`src/rtl/csq_pkg.sv`:
```
// Shared types for the commit squash controller.
package csq_pkg;
    localparam int ST_W = 3;

    typedef enum logic [ST_W-1:0] {
        ST_IDLE   = 3'd0,
        ST_RUN    = 3'd1,
        ST_SQUASH = 3'd2,
        ST_TRAPW  = 3'd3,
        ST_FAULTW = 3'd4
    } thr_state_e;
endpackage

```
`src/rtl/csq_trap_timer.sv`:
```
// Trap latency countdown for one thread.
// Loads TRAP_LAT on load_i, counts down each cycle, and raises a sticky
// expiry flag on the edge where the count leaves 1. The flag is dropped
// when the owner consumes it. Assumes load_i only while not busy.
module csq_trap_timer #(
    parameter int TRAP_LAT = 3
) (
    input  logic clk,
    input  logic rst_n,
    input  logic load_i,
    input  logic consume_i,
    output logic busy_o,
    output logic flag_o
);
    localparam int CW = $clog2(TRAP_LAT + 1);

    logic [CW-1:0] cnt_q;
    logic          flag_q;
    logic          expire;

    assign expire = (cnt_q == CW'(1));
    assign busy_o = (cnt_q != '0);
    assign flag_o = flag_q;

    // Countdown register and sticky expiry flag.
    always_ff @(posedge clk) begin
        if (!rst_n) begin
            cnt_q  <= '0;
            flag_q <= 1'b0;
        end else begin
            if (load_i)
                cnt_q <= CW'(TRAP_LAT);
            else if (cnt_q != '0)
                cnt_q <= cnt_q - 1'b1;
            flag_q <= expire | (flag_q & ~consume_i);
        end
    end

    p_expire_after_count_r6: assert property (@(posedge clk) disable iff (!rst_n)
        $rose(flag_q) |-> $past(cnt_q) == CW'(1));
endmodule

```
`src/rtl/csq_thread.sv`:
```
// Squash arbitration and state for one thread.
// Order inside a cycle: done-squashing, start, fetch fault and clear,
// then the full squash (trap expiry or context), then the execute
// squash, then insertion and trap request. Broadcast outputs are
// registered and valid for one cycle. enter_o/leave_o report transitions
// into and out of Squashing for the shared counter.
module csq_thread
    import csq_pkg::*;
#(
    parameter int SEQ_W    = 6,
    parameter int PC_W     = 12,
    parameter int TRAP_LAT = 3
) (
    input  logic             clk,
    input  logic             rst_n,
    input  logic             go_i,
    input  logic             rename_vld_i,
    input  logic [SEQ_W-1:0] rename_seq_i,
    input  logic             ex_vld_i,
    input  logic [SEQ_W-1:0] ex_seq_i,
    input  logic             ex_incl_i,
    input  logic [PC_W-1:0]  ex_pc_i,
    input  logic             trap_req_i,
    input  logic             ctx_sq_i,
    input  logic             fault_i,
    input  logic             fault_clr_i,
    input  logic             rob_done_i,
    input  logic             rob_empty_i,
    input  logic [SEQ_W-1:0] rob_head_i,
    input  logic [PC_W-1:0]  restart_pc_i,
    output thr_state_e       state_o,
    output logic             bc_vld_o,
    output logic [SEQ_W-1:0] bc_seq_o,
    output logic [PC_W-1:0]  bc_pc_o,
    output logic             insert_o,
    output logic             enter_o,
    output logic             leave_o
);
    thr_state_e       state_q, state_d, s_eff;
    logic [SEQ_W-1:0] young_q, young_d;
    logic             bc_vld_q, bc_vld_d;
    logic [SEQ_W-1:0] bc_seq_q, bc_seq_d;
    logic [PC_W-1:0]  bc_pc_q, bc_pc_d;
    logic             trap_flag, trap_busy, trap_load;
    logic             full_sq, ex_ok;

    // Delay between a trap request and its squash.
    csq_trap_timer #(.TRAP_LAT(TRAP_LAT)) u_timer (
        .clk       (clk),
        .rst_n     (rst_n),
        .load_i    (trap_load),
        .consume_i (full_sq),
        .busy_o    (trap_busy),
        .flag_o    (trap_flag)
    );

    assign insert_o = rename_vld_i && (state_q != ST_SQUASH);
    assign full_sq  = trap_flag | ctx_sq_i;

    // Effective state after done-squash, start and fetch-fault handling.
    always_comb begin
        s_eff   = state_q;
        leave_o = 1'b0;
        if (state_q == ST_SQUASH && rob_done_i) begin
            s_eff   = ST_RUN;
            leave_o = 1'b1;
        end
        if (s_eff == ST_IDLE && go_i)
            s_eff = ST_RUN;
        if (fault_i && s_eff != ST_TRAPW && s_eff != ST_SQUASH)
            s_eff = ST_FAULTW;
        if (fault_clr_i && s_eff == ST_FAULTW)
            s_eff = ST_RUN;
    end

    // Squash source arbitration and next-state selection.
    always_comb begin
        ex_ok     = ex_vld_i && (s_eff != ST_TRAPW) && (ex_seq_i <= young_q);
        state_d   = s_eff;
        young_d   = young_q;
        bc_vld_d  = 1'b0;
        bc_seq_d  = '0;
        bc_pc_d   = '0;
        trap_load = 1'b0;
        enter_o   = 1'b0;
        if (full_sq) begin
            bc_vld_d = 1'b1;
            bc_seq_d = rob_empty_i ? '0 : rob_head_i - 1'b1;
            bc_pc_d  = restart_pc_i;
            young_d  = '0;
            state_d  = ST_SQUASH;
            enter_o  = (s_eff != ST_SQUASH);
        end else if (ex_ok) begin
            bc_vld_d = 1'b1;
            bc_seq_d = ex_incl_i ? ex_seq_i - 1'b1 : ex_seq_i;
            bc_pc_d  = ex_pc_i;
            young_d  = ex_incl_i ? ex_seq_i - 1'b1 : ex_seq_i;
            state_d  = ST_SQUASH;
            enter_o  = (s_eff != ST_SQUASH);
        end else begin
            if (insert_o)
                young_d = rename_seq_i;
            if (trap_req_i && s_eff != ST_TRAPW && s_eff != ST_SQUASH && !trap_busy) begin
                state_d   = ST_TRAPW;
                trap_load = 1'b1;
            end
        end
    end

    // State, youngest number and broadcast registers.
    always_ff @(posedge clk) begin
        if (!rst_n) begin
            state_q  <= ST_IDLE;
            young_q  <= '0;
            bc_vld_q <= 1'b0;
            bc_seq_q <= '0;
            bc_pc_q  <= '0;
        end else begin
            state_q  <= state_d;
            young_q  <= young_d;
            bc_vld_q <= bc_vld_d;
            bc_seq_q <= bc_seq_d;
            bc_pc_q  <= bc_pc_d;
        end
    end

    assign state_o  = state_q;
    assign bc_vld_o = bc_vld_q;
    assign bc_seq_o = bc_seq_q;
    assign bc_pc_o  = bc_pc_q;

    p_bc_means_squash_r3: assert property (@(posedge clk) disable iff (!rst_n)
        bc_vld_q |-> state_q == ST_SQUASH);
    p_stale_ignored_r5: assert property (@(posedge clk) disable iff (!rst_n)
        (ex_vld_i && ex_seq_i > young_q && !full_sq) |=> !bc_vld_q);
    p_trap_hold_r6: assert property (@(posedge clk) disable iff (!rst_n)
        (state_q == ST_TRAPW && !trap_flag && !ctx_sq_i) |=> state_q == ST_TRAPW);
    p_full_clears_young_r7: assert property (@(posedge clk) disable iff (!rst_n)
        full_sq |=> young_q == '0);
    p_fault_blocked_r10: assert property (@(posedge clk) disable iff (!rst_n)
        (state_q == ST_TRAPW && !full_sq) |=> state_q != ST_FAULTW);
endmodule

```
`src/rtl/csq_counter.sv`:
```
// Count of threads in Squashing, updated from per-thread enter and
// leave pulses. Assumes a thread never enters twice without leaving.
module csq_counter #(
    parameter int NUM_THREADS = 2
) (
    input  logic                               clk,
    input  logic                               rst_n,
    input  logic [NUM_THREADS-1:0]             enter_i,
    input  logic [NUM_THREADS-1:0]             leave_i,
    output logic [$clog2(NUM_THREADS+1)-1:0]   cnt_o
);
    localparam int CW = $clog2(NUM_THREADS + 1);

    logic [CW-1:0] cnt_q, cnt_d;

    // Net change from all threads this cycle.
    always_comb begin
        cnt_d = cnt_q;
        for (int t = 0; t < NUM_THREADS; t++) begin
            cnt_d = cnt_d + CW'(enter_i[t]) - CW'(leave_i[t]);
        end
    end

    // Counter register.
    always_ff @(posedge clk) begin
        if (!rst_n) cnt_q <= '0;
        else        cnt_q <= cnt_d;
    end

    assign cnt_o = cnt_q;

    p_cnt_bound_r9: assert property (@(posedge clk) disable iff (!rst_n)
        cnt_q <= CW'(NUM_THREADS));
endmodule

```
`src/rtl/commit_squash_ctrl.sv`:
```
// Top: one squash controller per thread plus the shared squashing count.
// Per-thread fields are packed with thread t at [t*W +: W].
module commit_squash_ctrl
    import csq_pkg::*;
#(
    parameter int NUM_THREADS = 2,
    parameter int SEQ_W       = 6,
    parameter int PC_W        = 12,
    parameter int TRAP_LAT    = 3
) (
    input  logic                             clk,
    input  logic                             rst_n,
    input  logic [NUM_THREADS-1:0]           go_i,
    input  logic [NUM_THREADS-1:0]           rename_vld_i,
    input  logic [NUM_THREADS*SEQ_W-1:0]     rename_seq_i,
    input  logic [NUM_THREADS-1:0]           ex_vld_i,
    input  logic [NUM_THREADS*SEQ_W-1:0]     ex_seq_i,
    input  logic [NUM_THREADS-1:0]           ex_incl_i,
    input  logic [NUM_THREADS*PC_W-1:0]      ex_pc_i,
    input  logic [NUM_THREADS-1:0]           trap_req_i,
    input  logic [NUM_THREADS-1:0]           ctx_sq_i,
    input  logic [NUM_THREADS-1:0]           fault_i,
    input  logic [NUM_THREADS-1:0]           fault_clr_i,
    input  logic [NUM_THREADS-1:0]           rob_done_i,
    input  logic [NUM_THREADS-1:0]           rob_empty_i,
    input  logic [NUM_THREADS*SEQ_W-1:0]     rob_head_i,
    input  logic [NUM_THREADS*PC_W-1:0]      restart_pc_i,
    output logic [NUM_THREADS*ST_W-1:0]      state_o,
    output logic [NUM_THREADS-1:0]           bc_vld_o,
    output logic [NUM_THREADS*SEQ_W-1:0]     bc_seq_o,
    output logic [NUM_THREADS*PC_W-1:0]      bc_pc_o,
    output logic [NUM_THREADS-1:0]           insert_o,
    output logic [$clog2(NUM_THREADS+1)-1:0] sq_count_o
);
    logic [NUM_THREADS-1:0] enter, leave, squashing;

    for (genvar t = 0; t < NUM_THREADS; t++) begin : g_thr
        thr_state_e st;

        csq_thread #(.SEQ_W(SEQ_W), .PC_W(PC_W), .TRAP_LAT(TRAP_LAT)) u_thr (
            .clk          (clk),
            .rst_n        (rst_n),
            .go_i         (go_i[t]),
            .rename_vld_i (rename_vld_i[t]),
            .rename_seq_i (rename_seq_i[t*SEQ_W +: SEQ_W]),
            .ex_vld_i     (ex_vld_i[t]),
            .ex_seq_i     (ex_seq_i[t*SEQ_W +: SEQ_W]),
            .ex_incl_i    (ex_incl_i[t]),
            .ex_pc_i      (ex_pc_i[t*PC_W +: PC_W]),
            .trap_req_i   (trap_req_i[t]),
            .ctx_sq_i     (ctx_sq_i[t]),
            .fault_i      (fault_i[t]),
            .fault_clr_i  (fault_clr_i[t]),
            .rob_done_i   (rob_done_i[t]),
            .rob_empty_i  (rob_empty_i[t]),
            .rob_head_i   (rob_head_i[t*SEQ_W +: SEQ_W]),
            .restart_pc_i (restart_pc_i[t*PC_W +: PC_W]),
            .state_o      (st),
            .bc_vld_o     (bc_vld_o[t]),
            .bc_seq_o     (bc_seq_o[t*SEQ_W +: SEQ_W]),
            .bc_pc_o      (bc_pc_o[t*PC_W +: PC_W]),
            .insert_o     (insert_o[t]),
            .enter_o      (enter[t]),
            .leave_o      (leave[t])
        );

        assign state_o[t*ST_W +: ST_W] = st;
        assign squashing[t]            = (st == ST_SQUASH);
    end

    csq_counter #(.NUM_THREADS(NUM_THREADS)) u_cnt (
        .clk     (clk),
        .rst_n   (rst_n),
        .enter_i (enter),
        .leave_i (leave),
        .cnt_o   (sq_count_o)
    );

    p_cnt_match_r9: assert property (@(posedge clk) disable iff (!rst_n)
        sq_count_o == $bits(sq_count_o)'($countones(squashing)));
endmodule

```
`config.mk`:
```
export PLATFORM = sky130hd
export DESIGN_NAME = commit_squash_ctrl
export DESIGN_NICKNAME = d
export VERILOG_FILES = /design/src/rtl/csq_pkg.sv /design/src/rtl/csq_trap_timer.sv /design/src/rtl/csq_thread.sv /design/src/rtl/csq_counter.sv /design/src/rtl/commit_squash_ctrl.sv
export SDC_FILE = /design/constraint.sdc
export NUM_CORES = 1
export LEC_CHECK = 0
export BUFFER_PORTS_ARGS = -buffer_cell sky130_fd_sc_hd__buf_2
export CAP_MARGIN = 0
export CORE_MARGIN = 2
export CORE_UTILIZATION = 35
export CTS_BUF_LIST = sky130_fd_sc_hd__clkbuf_4 sky130_fd_sc_hd__clkbuf_8
export DETAILED_ROUTE_END_ITERATION = 10
export GPL_ROUTABILITY_DRIVEN = 0
export PLACE_DENSITY_LB_ADDON = 0.12
export SYNTH_ARGS = -nofsm -noshare
export SYNTH_HDL_FRONTEND = slang
export SYNTH_HIERARCHICAL = 1
export SYNTH_SLANG_ARGS = --single-unit
```
`constraint.sdc`:
```
create_clock -name clk -period 3.71 [get_ports clk]
set_clock_uncertainty 0.1 [all_clocks]
set_input_delay 0.371 -clock clk [delete_from_list [all_inputs] [get_ports clk]]
set_output_delay 0.371 -clock clk [all_outputs]
set_load 0.05 [all_outputs]
```
# Yosys cells after proc, flatten, opt, wreduce, memory -nomap -nowiden
# Cells that the tools add are included.
[totals] ff_bits=64 output_inout_bits=48 input_bits=106 word_cells=144
[classes] muxes=50 eq_ne=16 n_bitwise=9 n_lt_le_gt_ge=2 reduce_logical=38 add_sub_neg=10
[ops] operator="$mux W6" n=12
[ops] operator="$mux W12" n=4
[ops] operator="$ne A3 B2 Y1 const B" n=10
[ops] operator="$mux W3" n=8
[ops] operator="$sub A6 B1 Y6 const B" n=4
[ops] operator="$logic_and A1 B1 Y1" n=22
[ops] operator="$mux W2" n=10
[ops] operator="$mux W1" n=16
[ops] operator="$le A6 B6 Y1" n=2
[ops] operator="$reduce_bool A2 Y1" n=6
[ops] operator="$reduce_or A4 Y1" n=2
[ops] operator="$eq A3 B2 Y1 const B" n=2
[ops] operator="$eq A3 B3 Y1 const B" n=2
[ops] operator="$logic_not A3 Y1" n=2
[ops] operator="$reduce_or A3 Y1" n=2
[ops] operator="$add A2 B1 Y2" n=2
[ops] operator="$eq A2 B1 Y1 const B" n=2
[ops] operator="$or A1 B1 Y1" n=4
[ops] operator="$reduce_or A2 Y1" n=2
[ops] operator="$sub A2 B1 Y2" n=2
[ops] operator="$sub A2 B1 Y2 const B" n=2
[ops] operator="$not A1 Y1" n=3
[ops] operator="$and A1 B1 Y1" n=2
[ops] operator="$logic_not A1 Y1" n=2

# Logic depth before layout (Yosys ltp)
[depth] word_depth=22 ltp_mapped=13 depth_no_buf=12

# By module
# The synthesis kept the hierarchy.
[by_module_without_submodules] mod="csq_thread" cells_per_inst=151 seq_area_each_um2=560.5 instances=2 area_each_um2=1456.4
[by_module_without_submodules] mod="csq_trap_timer" cells_per_inst=14 seq_area_each_um2=60.1 instances=2 area_each_um2=143.9
[by_module_without_submodules] mod="csq_counter" cells_per_inst=9 seq_area_each_um2=40.0 instances=1 area_each_um2=125.1

# Worst setup path before layout
# OpenSTA, ideal clock, no wires.
[synth_path] path_kind="flip-flop to flip-flop" from="reg g_thr[1].u_thr.state_q[2]" to="reg u_cnt.cnt_q[1], in the netlist u_cnt/cnt_o[1]" path_buffers=1 period_less_slack_ns=3.381 setup_time_ns=0.114 arrival_ns=3.168 t_required_ns=3.496 stages_incl_launch_ff=12 path_slack_ns=0.329 path_cell_list="dfxtp_1 nand3b_2 or4b_4 o21a_4 buf_6 a21oi_1 inv_1 fa_1 inv_1 fa_1 xnor3_1 nor2b_2"
[synth_between] elab_chain_len=20 word_cells_on_any_way=23 cone_classes="add/sub (2); eq/ne (6); mux (7); reduce/logical (8)"
[synth_lines] item="from (decl)" line="csq_thread.sv:39" text="thr_state_e state_q, state_d, s_eff;"
[synth_lines] item="from (signal assigned)" line="csq_thread.sv:119" text="state_q <= state_d;"
[synth_lines] item="$eq A3 B2 Y1" line="csq_thread.sv:64" text="if (state_q == ST_SQUASH && rob_done_i) begin"
[synth_lines] item="$logic_and A1 B1 Y1" line="csq_thread.sv:64"
[synth_lines] item="$mux W3 (*)" line="csq_thread.sv:64"
[synth_lines] item="$logic_not A3 Y1" line="csq_thread.sv:68" text="if (s_eff == ST_IDLE && go_i)"
[synth_lines] item="$logic_and A1 B1 Y1" line="csq_thread.sv:68"
[synth_lines] item="$mux W3 (*)" line="csq_thread.sv:68"
[synth_lines] item="$ne A3 B2 Y1" line="csq_thread.sv:70" text="if (fault_i && s_eff != ST_TRAPW && s_eff != ST_SQUASH)"
[synth_lines] item="$logic_and A1 B1 Y1 (2 in series)" line="csq_thread.sv:70"
[synth_lines] item="[... 3 more ...]"
[synth_lines] item="$mux W3 (*)" line="csq_thread.sv:72" text="if (fault_clr_i && s_eff == ST_FAULTW)"
[synth_lines] item="$ne A3 B2 Y1" line="csq_thread.sv:78" text="ex_ok = ex_vld_i && (s_eff != ST_TRAPW) && (ex_seq_i <= young_q);"
[synth_lines] item="$logic_and A1 B1 Y1 (2 in series)" line="csq_thread.sv:78"
[synth_lines] item="$mux W1" line="csq_thread.sv:93" text="end else if (ex_ok) begin"
[synth_lines] item="$mux W1 (*)" line="csq_thread.sv:86" text="if (full_sq) begin"
[synth_lines] item="net enter[1]" line="commit_squash_ctrl.sv:35" text="logic [NUM_THREADS-1:0] enter, leave, squashing;"
[synth_lines] item="$add A2 B1 Y2 (*)" line="csq_counter.sv:20" text="cnt_d = cnt_d + CW'(enter_i[t]) - CW'(leave_i[t]);"
[synth_lines] item="$sub A2 B1 Y2 (*)" line="csq_counter.sv:20"
[synth_lines] item="to (signal assigned)" line="csq_counter.sv:27" text="else cnt_q <= cnt_d;"
[synth_lines] item="to (decl)" line="csq_counter.sv:14" text="logic [CW-1:0] cnt_q, cnt_d;"
# Mark *: on every way through the listed nets, which the timed path passes. The rest lies on a longest branch.
# A chain may end at the register's enable or synchronous reset.

# Final worst setup path
[layout_path] from="reg g_thr[1].u_thr.young_q[4]" to="reg u_cnt.cnt_q[1], in the netlist u_cnt/cnt_o[1]"
[layout_between] elab_chain_len=6
[layout_lines] item="from (decl)" line="csq_thread.sv:40" text="logic [SEQ_W-1:0] young_q, young_d;"
[layout_lines] item="from (signal assigned)" line="csq_thread.sv:120" text="young_q <= young_d;"
[layout_lines] item="$le A6 B6 Y1" line="csq_thread.sv:78"
[layout_lines] item="$logic_and A1 B1 Y1" line="csq_thread.sv:78"
[layout_lines] item="$mux W1" line="csq_thread.sv:93"
[layout_lines] item="$mux W1" line="csq_thread.sv:86"
[layout_lines] item="net enter[1]" line="commit_squash_ctrl.sv:35"
[layout_lines] item="$add A2 B1 Y2" line="csq_counter.sv:20"
[layout_lines] item="$sub A2 B1 Y2" line="csq_counter.sv:20"
# The timed path passes the listed nets, and every way through them passes these cells.

==> results.tsv <==
stage	metric	value	unit
outcome	outcome	finished, final reports clean	
floorplanning	Initial Util	0.360	
sta	Setup Viol. Count Final	0	
global_routing	initial antenna violation count	1	
global_routing	GR Overflow Total	0	
clock_tree	postcts setup bufs	0	
run	Max-Cap Viols	0	
cells_and_area	final instance area	4390	um^2
logic_synthesis	Mapped Nets	467	
logic_synthesis	post-synth top area share	0.385	
routing	Antenna Violating Nets Remaining	0	
clock_tree	htree depth	3	
cells_and_area	Layout Cells excl Fill	628	
cells_and_area	Layout Utilization	0.475	
place	IO Port Bufs	153	
routing	M1 WL	4020	um
sta	Fin. Hold Viols	0	
routing	Vias/cell	4.83	
critical_path	Worst EP arrival	3500	ps
routing	Pre-Repair DR Iteration Count	4	
clock_tree	post-CTS resize count	0	
global_routing	global-route wire length before repair	13600	um
sta	relative slew slack	0.400	
floorplanning	number of I/O pins	154	
sta	Slew Viols, Final	0	
clock_tree	Hold-fix buffers, CTS	0	
pwr	PwrDens	513	nW/um^2
floorplanning	row count	35	
place	post-DP HPWL	7050	um
sta	Final Cycle Share	0.895	
logic_synthesis	Synth area leaders	dfxtp_1, ha_1, a32o_1	
cells_and_area	synth-to-layout area growth	31.9	%
place	placed inst area	4180	um^2
clock_tree	Clk pin slew, worst setup/hold paths	70	ps
routing	DR top layer	met4	
logic_synthesis	Synth area leader	dfxtp_1	
logic_synthesis	post-synthesis async set-or-reset flop share	0	
hold_path	Hold WC Path Type	in -> reg	
logic_synthesis	#FFs+latches synth	64	
floorplanning	Die H	101	um
clock_tree	Max clock buf depth	2	
logic_synthesis	Post-Syn Instances	339	
logic_synthesis	most common cell in the netlist	dfxtp_1	
pwr	VDD IR max	308	uV
routing	DRC Markers	0	
clock_tree	CTS Root Cell	clkbuf_8	
logic_synthesis	Post-synth top cells	dfxtp_1, inv_1, a32o_1	
global_routing	largest net degree at the start of global routing	20	
sta	fmax	0.301	GHz
clock_tree	total CTS buffers	9	
cells_and_area	share of cells above drive strength 1	0.382	
logic_synthesis	Yosys warnings	6	
critical_path	crit path max fanout	15	
logic_synthesis	Netlist cell types	43	
routing	DRT Wirelength	8770	um
sta	Worst-Margin Slew	896	ps
logic_synthesis	sequential fraction of the synthesis area	0.385	
cells_and_area	nets	621	
floorplanning	Die X	101	um
pwr	Leak	2.09	nW
floorplanning	Die ar.	10300	um^2
routing	first-iteration detailed-routing DRC count	75	
critical_path	Crit. End Element	register	
sta	RSZ-0062 raised after global routing	no	
routing	metal2 WL	4030	um
global_routing	GRT Total Usage	0.169	
routing	WL/cell	14.0	um
place	Inst Count DP	611	
logic_synthesis	ys flop type	dfxtp_1	
critical_path	Crit path required time	3890	ps
critical_path	critical path launch point type	register	
routing	via count	3033	
floorplanning	Core Region	9240	um^2
critical_path	worst setup path category	reg -> reg	
routing	met3 routed WL	588	um
sta	Fin Setup TNS	0	ps
clock_tree	CTS sink count	64	
clock_tree	Clk Latency, worst-skew pair	330	ps
logic_synthesis	Avg Cell Area, Syn	9.81	um^2
sta	min Tclk post-route	3320	ps
logic_synthesis	EDFF count, synth	0	
logic_synthesis	synthesized area	3330	um^2
global_routing	vias in the first global route	2819	
clock_tree	TritonCTS clock tree	yes	
registers in the layout, indices dropped and copies added, names as in the netlist:
name,cells
g_thr.u_thr/bc_pc_o,24
g_thr.u_thr/bc_seq_o,12
g_thr.u_thr/young_q,12
g_thr.u_thr/state_o,6
g_thr.u_thr/u_timer/cnt_q,4
g_thr.u_thr/bc_vld_o,2
g_thr.u_thr/u_timer/flag_o,2
u_cnt/cnt_o,2
logic make-up (layout without fill, tap and decap cells):
kind of cell,after synthesis,in the layout,synth area share
AO/OA/AOI/OAI,96,96,0.226
adder cells (fa/ha/maj),22,22,0.0873
AND/OR/NAND/NOR,68,68,0.123
other,0,1,0
flip-flops,64,64,0.385
multiplexers,18,18,0.0542
XOR/XNOR,17,17,0.0489
buffers and inverters,54,213,0.0745
cell type report:
| cell class | count | area, um^2 |
|---|---|---|
| Multi-Input combinational cell | 221 | 1800 |
| Antenna cell | 1 | 2.50 |
| Timing Repair Buffer | 155 | 781 |
| Inverter | 42 | 158 |
| Tap cell | 129 | 161 |
| Clock inverter | 3 | 40.0 |
| Clock buffer | 13 | 166 |
| Sequential cell | 64 | 1280 |
| Fill cell | 924 | 4850 |
final timing paths:
check                             from                        end  slack, ps  depth (start not counted)
max          g_thr[1].u_thr/young_q[4]             u_cnt/cnt_o[1]        390                         12
max reg2reg  g_thr[1].u_thr/young_q[4]             u_cnt/cnt_o[1]        390                         12
min                    restart_pc_i[8]  g_thr[0].u_thr/bc_pc_o[8]        140                          2
min reg2reg  g_thr[1].u_thr/young_q[3]  g_thr[1].u_thr/young_q[3]        440                          2
critical path: stages (launching register included):
cell and delay, ps:
dfxtp_1 340, inv_1 50, ha_1 290, nand3_1 110
or4b_4 570, o21a_4 200, a21oi_1 150, inv_1 70
fa_1 530, inv_1 50, fa_1 350, xnor3_1 370
nor2b_2 100
routing by layer:
| metal | global-route usage | vias to the layer above |
|---|---|---|
| met4 | 0.0624 | 0 |
| met2 | 0.277 | 98 |
| met5 | 0 | - |
| met3 | 0.0421 | 10 |
| met1 | 0.216 | 1365 |
| li1 | - | 1560 |
through the flow:
| step | setup WS [ps] | hold slack, ps | total power, mW |
|---|---|---|---|
| finish | 389 | 144 | 2.25 |
| global route | 257 | 127 | 2.40 |
| CTS | 377 | 126 | 2.28 |
| detailed placement | 249 | 418 | 1.65 |
| global placement | 285 | 406 | 1.64 |
| floorplan | 329 | 386 | 1.45 |
report_power, final:
| part | switching, mW | total (mW) | internal, mW | leakage, nW |
|---|---|---|---|---|
| Sequential | 0.0519 | 0.829 | 0.777 | 0.526 |
| Clock | 0.259 | 0.620 | 0.360 | 0.110 |
| Combinational | 0.500 | 0.801 | 0.301 | 1.46 |
layout by cell type (no fill, tap or decap), types with 11 or more instances in the layout:
master and n:
o22ai_1 22, clkbuf_8 11, nand2_1 14, buf_2 153
ha_1 20, inv_1 40, a21oi_1 12, dfxtp_1 64
a32o_1 24, mux2i_1 18
Power figures use the tool's default switching activity.
